### config.mk
export PLATFORM = sky130hd
export DESIGN_NAME = setclr_intc
export DESIGN_NICKNAME = d
export VERILOG_FILES = /design/src/rtl/setclr_intc_pkg.sv /design/src/rtl/setclr_mask.sv /design/src/rtl/setclr_levels.sv /design/src/rtl/setclr_arb.sv /design/src/rtl/setclr_intc.sv
export SDC_FILE = /design/constraint.sdc
export NUM_CORES = 2
export LEC_CHECK = 0
export ABC_AREA = 1
export BUFFER_PORTS_ARGS = -buffer_cell sky130_fd_sc_hd__buf_2
export CORE_MARGIN = 10
export CORE_UTILIZATION = 48
export CTS_BUF_LIST = sky130_fd_sc_hd__clkbuf_8 sky130_fd_sc_hd__clkbuf_16
export DETAILED_ROUTE_END_ITERATION = 8
export PLACE_DENSITY_LB_ADDON = 0.2
export SLEW_MARGIN = 10
export SYNTH_ARGS = -nofsm -noshare
export SYNTH_HDL_FRONTEND = slang
export SYNTH_SLANG_ARGS = --single-unit
### constraint.sdc
create_clock -name clk -period 135.6 [get_ports clk]
set_input_delay 27.12 -clock clk [delete_from_list [all_inputs] [get_ports clk]]
set_output_delay 27.12 -clock clk [all_outputs]
set_load 0.02 [all_outputs]
### src/rtl/setclr_intc_pkg.sv
package setclr_intc_pkg;
    localparam int ADDR_W = 7;
    localparam logic [ADDR_W-1:0] SET_ADDR    = 7'h40;
    localparam logic [ADDR_W-1:0] CLR_ADDR    = 7'h41;
    localparam logic [ADDR_W-1:0] MASK_RD_BASE = 7'h48;
    localparam logic [7:0]        ALL_CODE    = 8'hFF;
    typedef logic [7:0] reg_byte_t;
endpackage

### src/rtl/setclr_mask.sv
module setclr_mask
    import setclr_intc_pkg::*;
#(
    parameter int NUM_SRC = 64
) (
    input  logic               clk,
    input  logic               rst_n,
    input  logic               set_we,
    input  logic               clr_we,
    input  reg_byte_t          code,
    output logic [NUM_SRC-1:0] mask_o
);
    localparam int IDX_W = $clog2(NUM_SRC);

    typedef struct packed {
        logic [NUM_SRC-1:0] mask;
    } mstate_t;

    mstate_t st_d, st_q;
    logic    in_range;

    always_comb begin
        st_d     = st_q;
        in_range = int'(code) < NUM_SRC;
        if (set_we) begin
            if (code == ALL_CODE) st_d.mask = '1;
            else if (in_range)    st_d.mask[code[IDX_W-1:0]] = 1'b1;
        end else if (clr_we) begin
            if (code == ALL_CODE) st_d.mask = '0;
            else if (in_range)    st_d.mask[code[IDX_W-1:0]] = 1'b0;
        end
    end

    always_ff @(posedge clk) begin
        if (!rst_n) st_q <= '{mask: '1};
        else        st_q <= st_d;
    end

    assign mask_o = st_q.mask;

    assert_set_one_R2: assert property (@(posedge clk) disable iff (!rst_n)
        (set_we && int'(code) < NUM_SRC) |=> mask_o[$past(code[IDX_W-1:0])]);
    assert_clr_one_R3: assert property (@(posedge clk) disable iff (!rst_n)
        (clr_we && !set_we && int'(code) < NUM_SRC) |=> !mask_o[$past(code[IDX_W-1:0])]);
    assert_set_all_R4: assert property (@(posedge clk) disable iff (!rst_n)
        (set_we && code == ALL_CODE) |=> (&mask_o));
    assert_clr_all_R5: assert property (@(posedge clk) disable iff (!rst_n)
        (clr_we && !set_we && code == ALL_CODE) |=> (mask_o == '0));
    assert_ignore_code_R6: assert property (@(posedge clk) disable iff (!rst_n)
        ((set_we || clr_we) && int'(code) >= NUM_SRC && code != ALL_CODE) |=> $stable(mask_o));
endmodule

### src/rtl/setclr_levels.sv
module setclr_levels
    import setclr_intc_pkg::*;
#(
    parameter int NUM_SRC = 64,
    parameter int LVL_W   = 3
) (
    input  logic                     clk,
    input  logic                     rst_n,
    input  logic                     we,
    input  logic [ADDR_W-1:0]        waddr,
    input  reg_byte_t                wdata,
    input  logic [ADDR_W-1:0]        raddr,
    output reg_byte_t                rdata,
    output logic [NUM_SRC*LVL_W-1:0] lvl_o
);
    localparam int IDX_W = $clog2(NUM_SRC);

    typedef struct packed {
        logic [NUM_SRC-1:0][7:0] regs;
    } lstate_t;

    lstate_t st_d, st_q;

    always_comb begin
        st_d = st_q;
        if (we && int'(waddr) < NUM_SRC) st_d.regs[waddr[IDX_W-1:0]] = wdata;
    end

    always_ff @(posedge clk) begin
        if (!rst_n) st_q <= '0;
        else        st_q <= st_d;
    end

    assign rdata = (int'(raddr) < NUM_SRC) ? st_q.regs[raddr[IDX_W-1:0]] : 8'h00;

    for (genvar i = 0; i < NUM_SRC; i++) begin : g_lvl
        assign lvl_o[i*LVL_W +: LVL_W] = st_q.regs[i][LVL_W-1:0];
    end

    assert_level_write_R7: assert property (@(posedge clk) disable iff (!rst_n)
        (we && int'(waddr) < NUM_SRC && raddr == waddr) |=> (rdata == $past(wdata)));
endmodule

### src/rtl/setclr_arb.sv
module setclr_arb #(
    parameter int NUM_SRC = 64,
    parameter int LVL_W   = 3
) (
    input  logic                     clk,
    input  logic                     rst_n,
    input  logic [NUM_SRC-1:0]       req_i,
    input  logic [NUM_SRC-1:0]       mask_i,
    input  logic [NUM_SRC*LVL_W-1:0] lvl_i,
    output logic                     valid_o,
    output logic [$clog2(NUM_SRC)-1:0] idx_o,
    output logic [LVL_W-1:0]         lvl_o
);
    localparam int IDX_W = $clog2(NUM_SRC);

    typedef struct packed {
        logic             valid;
        logic [IDX_W-1:0] idx;
        logic [LVL_W-1:0] lvl;
    } astate_t;

    astate_t st_d, st_q;
    logic [NUM_SRC-1:0] pend_w;

    for (genvar i = 0; i < NUM_SRC; i++) begin : g_pend
        assign pend_w[i] = req_i[i] && !mask_i[i] && (lvl_i[i*LVL_W +: LVL_W] != '0);
    end

    always_comb begin
        st_d = '0;
        for (int i = 0; i < NUM_SRC; i++) begin
            if (pend_w[i] && (!st_d.valid || lvl_i[i*LVL_W +: LVL_W] > st_d.lvl)) begin
                st_d.valid = 1'b1;
                st_d.idx   = IDX_W'(i);
                st_d.lvl   = lvl_i[i*LVL_W +: LVL_W];
            end
        end
    end

    always_ff @(posedge clk) begin
        if (!rst_n) st_q <= '0;
        else        st_q <= st_d;
    end

    assign valid_o = st_q.valid;
    assign idx_o   = st_q.idx;
    assign lvl_o   = st_q.lvl;

    assert_winner_pending_R8: assert property (@(posedge clk) disable iff (!rst_n)
        valid_o |-> ((($past(pend_w) >> idx_o) & NUM_SRC'(1)) != '0));
    assert_idle_when_none_R8: assert property (@(posedge clk) disable iff (!rst_n)
        ($past(pend_w) == '0) |-> !valid_o);
    assert_level_nonzero_R9: assert property (@(posedge clk) disable iff (!rst_n)
        valid_o |-> (lvl_o != '0));
endmodule

### src/rtl/setclr_intc.sv
module setclr_intc
    import setclr_intc_pkg::*;
#(
    parameter int NUM_SRC = 64,
    parameter int LVL_W   = 3
) (
    input  logic                       clk,
    input  logic                       rst_n,
    input  logic [NUM_SRC-1:0]         req_i,
    input  logic                       wr_en_i,
    input  logic [ADDR_W-1:0]          wr_addr_i,
    input  logic [7:0]                 wr_data_i,
    input  logic [ADDR_W-1:0]          rd_addr_i,
    output logic [7:0]                 rd_data_o,
    output logic                       irq_valid_o,
    output logic [$clog2(NUM_SRC)-1:0] irq_idx_o,
    output logic [LVL_W-1:0]           irq_lvl_o
);
    localparam int NBYTES = NUM_SRC / 8;
    localparam int BSEL_W = $clog2(NBYTES);

    logic                     set_we, clr_we, lvl_we;
    logic [NUM_SRC-1:0]       mask_w;
    logic [NUM_SRC*LVL_W-1:0] lvl_w;
    reg_byte_t                lvl_rd;

    always_comb begin
        set_we = wr_en_i && (wr_addr_i == SET_ADDR);
        clr_we = wr_en_i && (wr_addr_i == CLR_ADDR);
        lvl_we = wr_en_i && (int'(wr_addr_i) < NUM_SRC);
    end

    setclr_mask #(.NUM_SRC(NUM_SRC)) u_mask (
        .clk(clk), .rst_n(rst_n), .set_we(set_we), .clr_we(clr_we),
        .code(wr_data_i), .mask_o(mask_w)
    );

    setclr_levels #(.NUM_SRC(NUM_SRC), .LVL_W(LVL_W)) u_lvl (
        .clk(clk), .rst_n(rst_n), .we(lvl_we), .waddr(wr_addr_i),
        .wdata(wr_data_i), .raddr(rd_addr_i), .rdata(lvl_rd), .lvl_o(lvl_w)
    );

    setclr_arb #(.NUM_SRC(NUM_SRC), .LVL_W(LVL_W)) u_arb (
        .clk(clk), .rst_n(rst_n), .req_i(req_i), .mask_i(mask_w),
        .lvl_i(lvl_w), .valid_o(irq_valid_o), .idx_o(irq_idx_o), .lvl_o(irq_lvl_o)
    );

    always_comb begin
        rd_data_o = 8'h00;
        if (int'(rd_addr_i) < NUM_SRC)
            rd_data_o = lvl_rd;
        else if (rd_addr_i[ADDR_W-1:BSEL_W] == MASK_RD_BASE[ADDR_W-1:BSEL_W])
            rd_data_o = mask_w[rd_addr_i[BSEL_W-1:0]*8 +: 8];
    end
endmodule

==> results.cfg <==
[status]
outcome = finished clean

[layout]
syn_to_final_growth_pct = 8.05
final_nets = 5455
final_core_utilization_pct = 52.3
layout-drive-gt1-share_pct = 7.08
final-seq-area_um2 = 11700
postLayoutCellArea_um2 = 38100
fillers = 7294
multi_input_comb_area_um2 = 20100

[synth]
yosysWarnings = 0
synth.yosys.seq_area_share_pct = 33.2
synthesis.instances = 5360
netlist.top_cell.by_area = sky130_fd_sc_hd__dfxtp_1
syn_area_per_cell_um2 = 6.58
top_cells_by_instance_count_after_synthesis = sky130_fd_sc_hd__o21ai_0 (1,020), sky130_fd_sc_hd__a21oi_1 (688), sky130_fd_sc_hd__nand2_1 (664), sky130_fd_sc_hd__inv_1 (593), sky130_fd_sc_hd__dfxtp_1 (586)
proportion_of_netlist_area_held_by_the_largest_area_contributor_pct = 33.2
synth_edf_count = 0
synth.cell_area_um2 = 35300
yosys_most_used_dff = sky130_fd_sc_hd__dfxtp_1
async_set_or_reset_register_ratio_after_synthesis_pct = 0
synth_cell_types = 36
postSynthNetCount = 5583
cell_with_the_most_instances_after_synthesis = sky130_fd_sc_hd__o21ai_0
synth_seq_cells = 586
netlist_top_cells_area = sky130_fd_sc_hd__dfxtp_1 (33%), sky130_fd_sc_hd__o21ai_0 (14%), sky130_fd_sc_hd__a21oi_1 (9.8%)

[timing]
fin_skew_ps = 12.7
final_critical_path_setup_slack_ps = 43610
final.period_utilization_pct = 67.8
hold_slack_ps = 450
period_minus_slack_ps = 91990
grt_setup_unrepaired = no
final_report_setup_violation_count = 0
timing.final.max_slew_violations = 0
clock.fmax_ghz = 0.0109
hold_viol_final = 0
max_slew.worst_pin.slew_ps = 1250
fin_setup_tns_ps = 0
worst_slew_margin_rel_pct = 16.5

[hold_path]
whs_path_depth = 2
hold-path-endpoint = u_lvl.st_q[423]$_SDFFE_PN0P_
hold_path_startpoint = u_lvl.st_q[423]$_SDFFE_PN0P_
min_path_type = reg2reg

[floorplanning]
floorplan.die.width_um = 291
coreArea_um2 = 73000
io-pin-count = 107
initial_utilization_pct = 48.4
dieHeight_um = 291
die-area_um2 = 84800
core.rowCount = 99

[setup_path]
worstReg2RegEnd = u_arb.idx_o[5]$_SDFF_PN0_
worst_r2r_startpoint = u_mask.mask_o[0]$_SDFFE_PN1P_
worstPathRequired_ps = 136130
cell_depth_of_the_worst_flop_to_flop_path = 599
cp-start-kind = input pin
critical-path-top-cell-by-count = sky130_fd_sc_hd__nand2_1
slowest_stage_cell_cp = sky130_fd_sc_hd__ha_1
max_stage_delay_ps = 350
critPathArrivalTime_ps = 92520
worst_setup_path_end_kind = flop
crit_path_max_fanout = 10
ff2ff_setup_slack_ps = 69750
critical_path_class = in2reg

[route]
drt_pass1_iterations = 6
post_drt_antenna_nets = 0
detail_route.drc_violations = 0
detailroute.via_count = 36662
route.final.wire_length_mm = 119
drt_iter0_drc = 4146
ratio_of_routed_vias_to_standard_cells = 5.87
routed_wire_length_per_instance_um = 19.0

[flow_run]
max_capacitance_violation_total = 0

[cts]
worstSkewPairLatency_ps = 640
clk_transition_reported_paths_ps = 60
bufs_on_longest_clock_path = 3
cts_setup_buffers = 0
cts.repair.resized = 0
cts_sinks = 586
root_buffer_master = sky130_fd_sc_hd__clkbuf_16
cts_buffers = 60
clock_tree_from_tritoncts = built
cts_max_level = 2
cts_hold_repair.buffers = 0

[pwr]
max_ir_drop_vdd_mv = 0.0104
power-per-cell-area_nw_per_um2 = 9.89
power.leakage_nw = 16.4

[grt]
grt_pass1_wl_mm = 186
grt_remaining_overflow = 0
grt_start_max_net_pins = 276
global_route.usage.total_pct = 26.4
initial_antenna_violation_count = 10
first_global_vias = 33063

[place]
detailed_place.area_um2 = 36100
detailedPlacementHpwl_mm = 79.9
gp_congestion = 0.935
placement.setup.worst_slack_ps = 43310
count_of_port_buffers_added_during_placement = 106
## worst max-delay path by stage
| stage | from | end | slack [ps] | depth (start not counted) |
|---|---|---|---|---|
| finish | req_i[0] | u_arb.idx_o[5]$_SDFF_PN0_ | 43610 | 599 |
| CTS | req_i[0] | u_arb.idx_o[5]$_SDFF_PN0_ | 43700 | 595 |
| floorplan | req_i[0] | u_arb.idx_o[5]$_SDFF_PN0_ | 51430 | 625 |
| global placement | req_i[0] | u_arb.idx_o[5]$_SDFF_PN0_ | 44570 | 592 |
| global route | req_i[0] | u_arb.idx_o[5]$_SDFF_PN0_ | 34410 | 613 |
| detailed placement | req_i[0] | u_arb.idx_o[5]$_SDFF_PN0_ | 43310 | 599 |
## power breakdown
| group | internal (mW) | switching, mW | total, mW | leakage [nW] |
|---|---|---|---|---|
| Clock | 0.102 | 0.0725 | 0.175 | 1.07 |
| Combinational | 0.00707 | 0.0222 | 0.0293 | 10.6 |
| Sequential | 0.173 | 0.000472 | 0.173 | 4.72 |
## state kept, by name, indices dropped and copies added, names as in the netlist
name,flops
u_lvl.st_q,320
u_arb.lvl_o,3
u_lvl.lvl_o,192
u_mask.mask_o,64
u_arb.idx_o,6
u_arb.valid_o,1
## metal layers
| layer | global-route usage [%] | vias to the layer above | share of wire, % |
|---|---|---|---|
| met3 | 5.35 | 221 | 8.6 |
| met4 | 7.18 | 20 | 2.7 |
| li1 | - | 18224 | - |
| met5 | 0 | - | 0.12 |
| met1 | 36.2 | 16786 | 45 |
| met2 | 41.6 | 1411 | 44 |
## kinds of logic after synthesis
kind of cell	after synthesis	synth area share, %
AOI/OAI and AO/OA	1952	29.6
and+or+nand+nor	1755	22.5
buffers and inverters	933	9.92
DFF	586	33.2
adders and majority gates	134	4.75
## critical path, delay by kind of cell
family / cells / cell delay (ps)
AOI/OAI and AO/OA: 68 / 10720
buffers and inverters: 61 / 2530
adders and majority gates: 63 / 20650
and+or+nand+nor: 407 / 31230
## per-stage QoR
stage / power, mW / instances
final: 0.377 / 6243
after global routing: 0.387 / 6240
after CTS: 0.377 / 6240
after detailed placement: 0.205 / 6129
after global placement: 0.205 / 6129
after floorplan: 0.195 / 5360
## layout by cell type (no fill, tap or decap), types with 17 or more instances in the layout
cell | synthesis | routed
sky130_fd_sc_hd__o21ai_0 | 1020 | 1020
sky130_fd_sc_hd__o211ai_1 | 125 | 125
sky130_fd_sc_hd__o22ai_1 | 17 | 17
sky130_fd_sc_hd__inv_2 | 17 | 19
sky130_fd_sc_hd__nand2_1 | 664 | 664
sky130_fd_sc_hd__nand3_1 | 424 | 424
sky130_fd_sc_hd__clkinv_2 | 0 | 20
sky130_fd_sc_hd__nand2_2 | 102 | 102
sky130_fd_sc_hd__buf_4 | 0 | 25
sky130_fd_sc_hd__clkbuf_16 | 0 | 62
sky130_fd_sc_hd__nor3_1 | 42 | 41
sky130_fd_sc_hd__nor2_1 | 355 | 355
sky130_fd_sc_hd__inv_1 | 593 | 599
sky130_fd_sc_hd__o311ai_0 | 30 | 30
sky130_fd_sc_hd__buf_2 | 0 | 103
sky130_fd_sc_hd__dfxtp_1 | 586 | 586
sky130_fd_sc_hd__o221ai_1 | 37 | 37
sky130_fd_sc_hd__nand4_1 | 119 | 119
sky130_fd_sc_hd__ha_1 | 134 | 134
sky130_fd_sc_hd__nor3b_1 | 19 | 19
sky130_fd_sc_hd__a21oi_1 | 688 | 688
## layout make-up
cell class | count | share of cell area (%)
multi-input combinational | 3841 | 52.6
sequential | 586 | 30.8
inverter | 612 | 6.05
clock buffer | 70 | 4.36
tap | 959 | 3.15
timing repair buffer | 131 | 1.97
clock inverter | 41 | 1.07
antenna | 3 | 0.0197
Power figures use the tool's default switching activity.
